`src/rtl/pmu_pkg.sv`:
```
package pmu_pkg;
  localparam int CODE_W     = 8;
  localparam int REG_W      = 32;
  localparam int NUM_CNT    = 3;
  localparam int NUM_FLAG   = 3;

  localparam int B_EN       = 0;
  localparam int B_RST_EV   = 1;
  localparam int B_RST_CYC  = 2;
  localparam int B_DIV      = 3;
  localparam int B_IEN_LO   = 4;
  localparam int B_OVF_LO   = 8;
  localparam int B_CODE1_LO = 12;
  localparam int B_CODE0_LO = 20;

  localparam logic [CODE_W-1:0] SILENT_CODE = 8'h20;

  typedef enum logic [1:0] {
    LOC_CTRL = 2'd0,
    LOC_CYC  = 2'd1,
    LOC_EV0  = 2'd2,
    LOC_EV1  = 2'd3
  } loc_e;
endpackage

```
`src/rtl/pmu_counter.sv`:
```
module pmu_counter #(
  parameter int W = 32
) (
  input  logic         clk_i,
  input  logic         rst_ni,
  input  logic         load_i,
  input  logic [W-1:0] load_val_i,
  input  logic         clr_i,
  input  logic         inc_i,
  output logic [W-1:0] cnt_o,
  output logic         wrap_o
);
  logic [W-1:0] cnt_q;

  // load beats clear beats increment
  always_ff @(posedge clk_i or negedge rst_ni) begin
    if (!rst_ni)      cnt_q <= '0;
    else if (load_i)  cnt_q <= load_val_i;
    else if (clr_i)   cnt_q <= '0;
    else if (inc_i)   cnt_q <= cnt_q + 1'b1;
  end

  assign wrap_o = inc_i && !load_i && !clr_i && (&cnt_q);
  assign cnt_o  = cnt_q;
endmodule

```
`src/rtl/pmu_event_sel.sv`:
```
module pmu_event_sel
  import pmu_pkg::*;
#(
  parameter int NUM_EVT = 32
) (
  input  logic [NUM_EVT-1:0] evt_i,
  input  logic [CODE_W-1:0]  code_i,
  output logic               hit_o
);
  logic line;

  always_comb begin
    line = 1'b0;
    for (int i = 0; i < NUM_EVT; i++) begin
      if (code_i == CODE_W'(i)) line = evt_i[i];
    end
  end

  assign hit_o = line && (code_i != SILENT_CODE);
endmodule

```
`src/rtl/pmu_prescaler.sv`:
```
module pmu_prescaler #(
  parameter int RATIO = 64
) (
  input  logic clk_i,
  input  logic rst_ni,
  input  logic run_i,
  input  logic restart_i,
  output logic tick_o
);
  localparam int PW = (RATIO > 1) ? $clog2(RATIO) : 1;
  localparam logic [PW-1:0] LAST = PW'(RATIO - 1);

  logic [PW-1:0] ph_q;

  always_ff @(posedge clk_i or negedge rst_ni) begin
    if (!rst_ni)         ph_q <= '0;
    else if (restart_i)  ph_q <= '0;
    else if (run_i)      ph_q <= (ph_q == LAST) ? '0 : ph_q + 1'b1;
  end

  assign tick_o = run_i && !restart_i && (ph_q == LAST);
endmodule

```
`src/rtl/perf_mon_unit.sv`:
```
module perf_mon_unit
  import pmu_pkg::*;
#(
  parameter int CNT_W     = 32,
  parameter int NUM_EVT   = 32,
  parameter int DIV_RATIO = 64
) (
  input  logic               clk_i,
  input  logic               rst_ni,
  input  logic               reg_wr_i,
  input  logic [1:0]         reg_addr_i,
  input  logic [REG_W-1:0]   reg_wdata_i,
  output logic [REG_W-1:0]   reg_rdata_o,
  input  logic [NUM_EVT-1:0] evt_i,
  output logic               irq_o
);
  logic                  en_q, div_q;
  logic [NUM_FLAG-1:0]   ien_q, ovf_q;
  logic [1:0][CODE_W-1:0] code_q;

  logic                  ctrl_wr, rst_ev, rst_cyc, div_tick;
  logic [1:0]            hit;
  logic [NUM_CNT-1:0]    load, clr, inc, wrap;
  logic [CNT_W-1:0]      cnt_val [NUM_CNT];
  logic [NUM_FLAG-1:0]   flag_set, flag_clr;
  logic                  unused_wbits;

  assign ctrl_wr = reg_wr_i && (reg_addr_i == LOC_CTRL);
  assign rst_ev  = ctrl_wr && reg_wdata_i[B_RST_EV];
  assign rst_cyc = ctrl_wr && reg_wdata_i[B_RST_CYC];

  always_ff @(posedge clk_i or negedge rst_ni) begin
    if (!rst_ni) begin
      en_q   <= 1'b0;
      div_q  <= 1'b0;
      ien_q  <= '0;
      code_q <= '0;
    end else if (ctrl_wr) begin
      en_q      <= reg_wdata_i[B_EN];
      div_q     <= reg_wdata_i[B_DIV];
      ien_q     <= reg_wdata_i[B_IEN_LO +: NUM_FLAG];
      code_q[0] <= reg_wdata_i[B_CODE0_LO +: CODE_W];
      code_q[1] <= reg_wdata_i[B_CODE1_LO +: CODE_W];
    end
  end

  // flag order: event 0, event 1, cycle; a new wrap wins over a clear
  assign flag_set = {wrap[0], wrap[2], wrap[1]};
  assign flag_clr = ctrl_wr ? reg_wdata_i[B_OVF_LO +: NUM_FLAG] : '0;

  always_ff @(posedge clk_i or negedge rst_ni) begin
    if (!rst_ni) ovf_q <= '0;
    else         ovf_q <= (ovf_q & ~flag_clr) | flag_set;
  end

  for (genvar s = 0; s < 2; s++) begin : g_sel
    pmu_event_sel #(.NUM_EVT(NUM_EVT)) u_sel (
      .evt_i  (evt_i),
      .code_i (code_q[s]),
      .hit_o  (hit[s])
    );
  end

  pmu_prescaler #(.RATIO(DIV_RATIO)) u_div (
    .clk_i     (clk_i),
    .rst_ni    (rst_ni),
    .run_i     (en_q && div_q),
    .restart_i (rst_cyc),
    .tick_o    (div_tick)
  );

  for (genvar i = 0; i < NUM_CNT; i++) begin : g_cnt
    assign load[i] = reg_wr_i && (reg_addr_i == 2'(i + 1));
    if (i == 0) begin : g_cyc
      assign clr[i] = rst_cyc;
      assign inc[i] = en_q && (!div_q || div_tick);
    end else begin : g_ev
      assign clr[i] = rst_ev;
      assign inc[i] = en_q && hit[i-1];
    end
    pmu_counter #(.W(CNT_W)) u_cnt (
      .clk_i      (clk_i),
      .rst_ni     (rst_ni),
      .load_i     (load[i]),
      .load_val_i (reg_wdata_i[CNT_W-1:0]),
      .clr_i      (clr[i]),
      .inc_i      (inc[i]),
      .cnt_o      (cnt_val[i]),
      .wrap_o     (wrap[i])
    );
  end

  always_comb begin
    reg_rdata_o = '0;
    unique case (reg_addr_i)
      LOC_CTRL: begin
        reg_rdata_o[B_EN]                    = en_q;
        reg_rdata_o[B_DIV]                   = div_q;
        reg_rdata_o[B_IEN_LO +: NUM_FLAG]    = ien_q;
        reg_rdata_o[B_OVF_LO +: NUM_FLAG]    = ovf_q;
        reg_rdata_o[B_CODE0_LO +: CODE_W]    = code_q[0];
        reg_rdata_o[B_CODE1_LO +: CODE_W]    = code_q[1];
      end
      LOC_CYC: reg_rdata_o = REG_W'(cnt_val[0]);
      LOC_EV0: reg_rdata_o = REG_W'(cnt_val[1]);
      default: reg_rdata_o = REG_W'(cnt_val[2]);
    endcase
  end

  assign irq_o = |(ovf_q & ien_q);

  assign unused_wbits = ^{reg_wdata_i[31:28], reg_wdata_i[11], reg_wdata_i[7]};
endmodule

```
`config.mk`:
```
export PLATFORM = sky130hd
export DESIGN_NAME = perf_mon_unit
export DESIGN_NICKNAME = d
export VERILOG_FILES = /design/src/rtl/pmu_pkg.sv /design/src/rtl/pmu_counter.sv /design/src/rtl/pmu_event_sel.sv /design/src/rtl/pmu_prescaler.sv /design/src/rtl/perf_mon_unit.sv
export SDC_FILE = /design/constraint.sdc
export NUM_CORES = 1
export LEC_CHECK = 0
export BUFFER_PORTS_ARGS = -buffer_cell sky130_fd_sc_hd__buf_2
export CORE_UTILIZATION = 55
export CTS_BUF_LIST = sky130_fd_sc_hd__clkbuf_8
export CTS_CLUSTER_DIAMETER = 120
export DETAILED_ROUTE_END_ITERATION = 10
export PLACE_DENSITY = 0.78
export SYNTH_ARGS = -nofsm -noshare
export SYNTH_HDL_FRONTEND = slang
export SYNTH_SLANG_ARGS = --single-unit
```
`constraint.sdc`:
```
create_clock -name clk_i -period 3 [get_ports clk_i]
set_input_delay 0.6 -clock clk_i [delete_from_list [all_inputs] [get_ports clk_i]]
set_output_delay 0.6 -clock clk_i [all_outputs]
set_load 0.03 [all_outputs]
```
==> out/results.txt <==
pin count of the biggest net entering global routing: 41
clk buf depth: 2
Multi-input gate area: 5260 um^2
worst r2r path cells: 9
vias in the first global route: 8198
die height: 128 um
r2r startpoint: code_q[8]$_DFFE_PN0P_
Avg Cell Area, Syn: 8.58 um^2
pre-CTS setup slack: 0.241 ns
Flop pwr share: 42.8%
IO Pins: 102
reported max-cap violation count: 0
first-pass GRT wire length: 45500 um
DRT Pass-1 Iters: 6
Placed Area: 9630 um^2
combinational power share: 28.6%
CP required: 3.37 ns
Final Cell Area: 10100 um^2
# nets final: 1191
LEAKAGE: 4.29 nW
crit path launch: code_q[8]$_DFFE_PN0P_
crit path launch type: register
Mapped Area: 8790 um^2
DRT iter0 DRCs: 1061
maximum VDD drop: 0.000375 V
Final Setup Violations: 0
syn nets: 1098
core area: 15400 um^2
Post-synth EDFFs: 0
number of clock buffers inserted by TritonCTS: 17
Switch Pwr: 0.00212 W
detailed placement HPWL: 21300 um
outcome: completed
CTS tree: yes
Slew headroom: 47.6%
Tcrit/Tclk final: 93.3%
Gate Count Post-Synth: 1025
switching part of the total: 36.3%
number of instances in the placed design: 1310
post-synthesis sequential area ratio: 35.9%
register area: 3150 um^2
Post-route DRC: 0
fmax: 357 MHz
layout cells sized above 1: 21.9%
clock network fraction of design power: 28.6%
most frequent cells in the layout: nand2_1, dfrtp_1, a21oi_1, buf_2, o21ai_0
Min-Delay Path Class: in2async
Cell Rows: 45
number of port buffers: 101
Worst Tran Pin Value: 0.783 ns
overall via count from detail_route: 8993
H-tree depth: 4
Distinct cells, synth: 77
global route total overflow: 0
CP arrival: 3.17 ns
die width: 128 um
final slew viol count: 0
Final Wtd Congestion: 0.961
critical path class: reg2reg
via/cell ratio: 6.71
WL/cell: 21.6 um
Layout Area Growth over Synthesis: 14.5%
Synth Warn #: 0
die area: 16500 um^2
initial antenna violation count: 0
Post-CTS Hold Fix Bufs: 0
CTS sink cnt: 126
Worst-Skew Late Latency: 0.46 ns
Final TNS setup: 0 ns
Hold Fails Final Rpt: 0
post-route setup slack: 0.201 ns
RSZ-0062 raised after global routing: no
clk root buf: clkbuf_8
Max Fanout on Critical Path: 14
Seq cells post-synth: 126
drt total wl: 28900 um
crit end category: register
P_int: 0.00372 W
asr flop ratio synth: 100%
post-route insts no fill: 1341
initial cell density of the core: 57.0%
clock skew: 0.0139 ns
pwr/cell area: 580 nW/um^2
crit path time final: 2.80 ns
commonest non-fill, non-tap cell in the layout: nand2_1
GRT Util Overall: 36.3%
# fillers: 1329
clk slew on worst S/H paths: 0.08 ns
ant diodes: 0
ys flop type: dfrtp_1
Detail Route Antenna Nets: 0
per-layer routing:
| metal | up-vias | GRT usage, % | share of wire, % |
|---|---|---|---|
| li1 | 4029 | - | - |
| met5 | - | 0 | 0 |
| met1 | 4311 | 52.2 | 40 |
| met2 | 569 | 53.5 | 44 |
| met3 | 84 | 8.02 | 12 |
| met4 | 0 | 13.6 | 3.0 |
flip-flops by register name, summed over array words and instances, names as in the netlist:
name	flops
g_cnt.u_cnt.cnt_o	96
ovf_q	3
div_q	1
code_q	16
ien_q	3
u_div.ph_q	6
en_q	1
cell families after synthesis:
| logic type | Yosys count | share of synthesized area (%) |
|---|---|---|
| compound gates | 331 | 24.6 |
| xor+xnor | 16 | 1.59 |
| fa+ha+maj | 4 | 0.569 |
| buf+inv | 93 | 4.62 |
| flops | 126 | 35.9 |
| mux | 69 | 12.0 |
| simple gates | 386 | 20.7 |
layout make-up:
type | count | area share (%)
multi-input cells | 806 | 52.2
flip-flops and latches | 126 | 31.3
repair buffers | 143 | 8.67
well taps | 211 | 2.62
clock buffers | 18 | 2.46
clock inverters | 13 | 1.81
inverters | 24 | 0.895
what timing repair did:
item | in CTS | in global routing
gates resized for setup | 0 | 4
setup buffers | 0 | 0
setup endpoints to repair | 0 | 3
per-stage QoR:
stage          hold WS, ns  utilization, %  power (W)
4_1_cts              0.127            65.2    0.00580
3_3_place_gp         0.489            62.4    0.00409
5_1_grt              0.139            65.3    0.00611
3_5_place_dp         0.514            62.4    0.00414
2_1_floorplan        0.304               -    0.00353
6_report             0.125            65.3    0.00584
path summary, 6_finish.rpt:
check / slack, ns / end
min: 0.12 / g_cnt[0].u_cnt.cnt_o[9]$_DFFE_PN0P_
min in group clk_i: 0.44 / g_cnt[2].u_cnt.cnt_o[18]$_DFFE_PN0P_
max: 0.20 / g_cnt[2].u_cnt.cnt_o[17]$_DFFE_PN0P_
max in group asynchronous: 2.00 / g_cnt[2].u_cnt.cnt_o[22]$_DFFE_PN0P_
max reg2reg: 0.20 / g_cnt[2].u_cnt.cnt_o[17]$_DFFE_PN0P_
min reg2reg: 0.54 / ovf_q[0]$_DFF_PN0_
cells in the mapped netlist, types with 3 or more instances:
master / instances / area [um^2]
and3_1: 14 / 87.6
a31o_2: 3 / 26.3
nor3_1: 20 / 100
nand3b_1: 4 / 30.0
buf_1: 6 / 22.5
a2bb2oi_1: 4 / 35.0
a21o_1: 6 / 45.0
nand2b_1: 15 / 93.8
nand2_1: 179 / 672
o21ai_0: 69 / 345
nor2_1: 50 / 188
o31ai_1: 27 / 203
buf_2: 19 / 95.1
xnor2_1: 9 / 78.8
a31oi_1: 7 / 43.8
nand3_1: 39 / 195
a21oi_1: 107 / 536
or2_2: 5 / 31.3
mux2_2: 33 / 372
or3_1: 7 / 43.8
dfrtp_1: 126 / 3150
nor4b_1: 4 / 35.0
a41oi_1: 3 / 26.3
nor4_1: 7 / 43.8
a211oi_1: 6 / 45.0
and2_1: 7 / 43.8
nor2b_1: 3 / 18.8
o311ai_0: 15 / 131
nor3b_1: 4 / 30.0
xor2_1: 7 / 61.3
o41ai_1: 3 / 26.3
nand4_1: 17 / 106
a22o_1: 31 / 272
o22ai_1: 3 / 18.8
inv_1: 24 / 90.1
mux4_2: 26 / 586
buf_6: 4 / 45.0
ha_1: 4 / 50.1
mux2i_1: 10 / 100
o211ai_1: 9 / 67.6
clkbuf_1: 39 / 146
power by group through the flow:
stage | clock [W] | combinational (W) | sequential [W]
2_1_floorplan | 0 | 0.00125 | 0.00228
3_3_place_gp | 0 | 0.00160 | 0.00249
3_5_place_dp | 0 | 0.00164 | 0.00250
4_1_cts | 0.00168 | 0.00165 | 0.00247
5_1_grt | 0.00176 | 0.00181 | 0.00254
6_report | 0.00167 | 0.00167 | 0.00250
worst max-delay path, stage by stage, from the launching register on:
cell	delay [ns]
dfrtp_1	0.62
and3b_1	0.24
a311o_1	0.31
a211oi_1	0.27
o2111a_1	0.24
o32a_1	0.23
buf_4	0.19
nor2_2	0.10
a41o_1	0.27
a211oi_1	0.23
(Power assumes the default switching activity.)
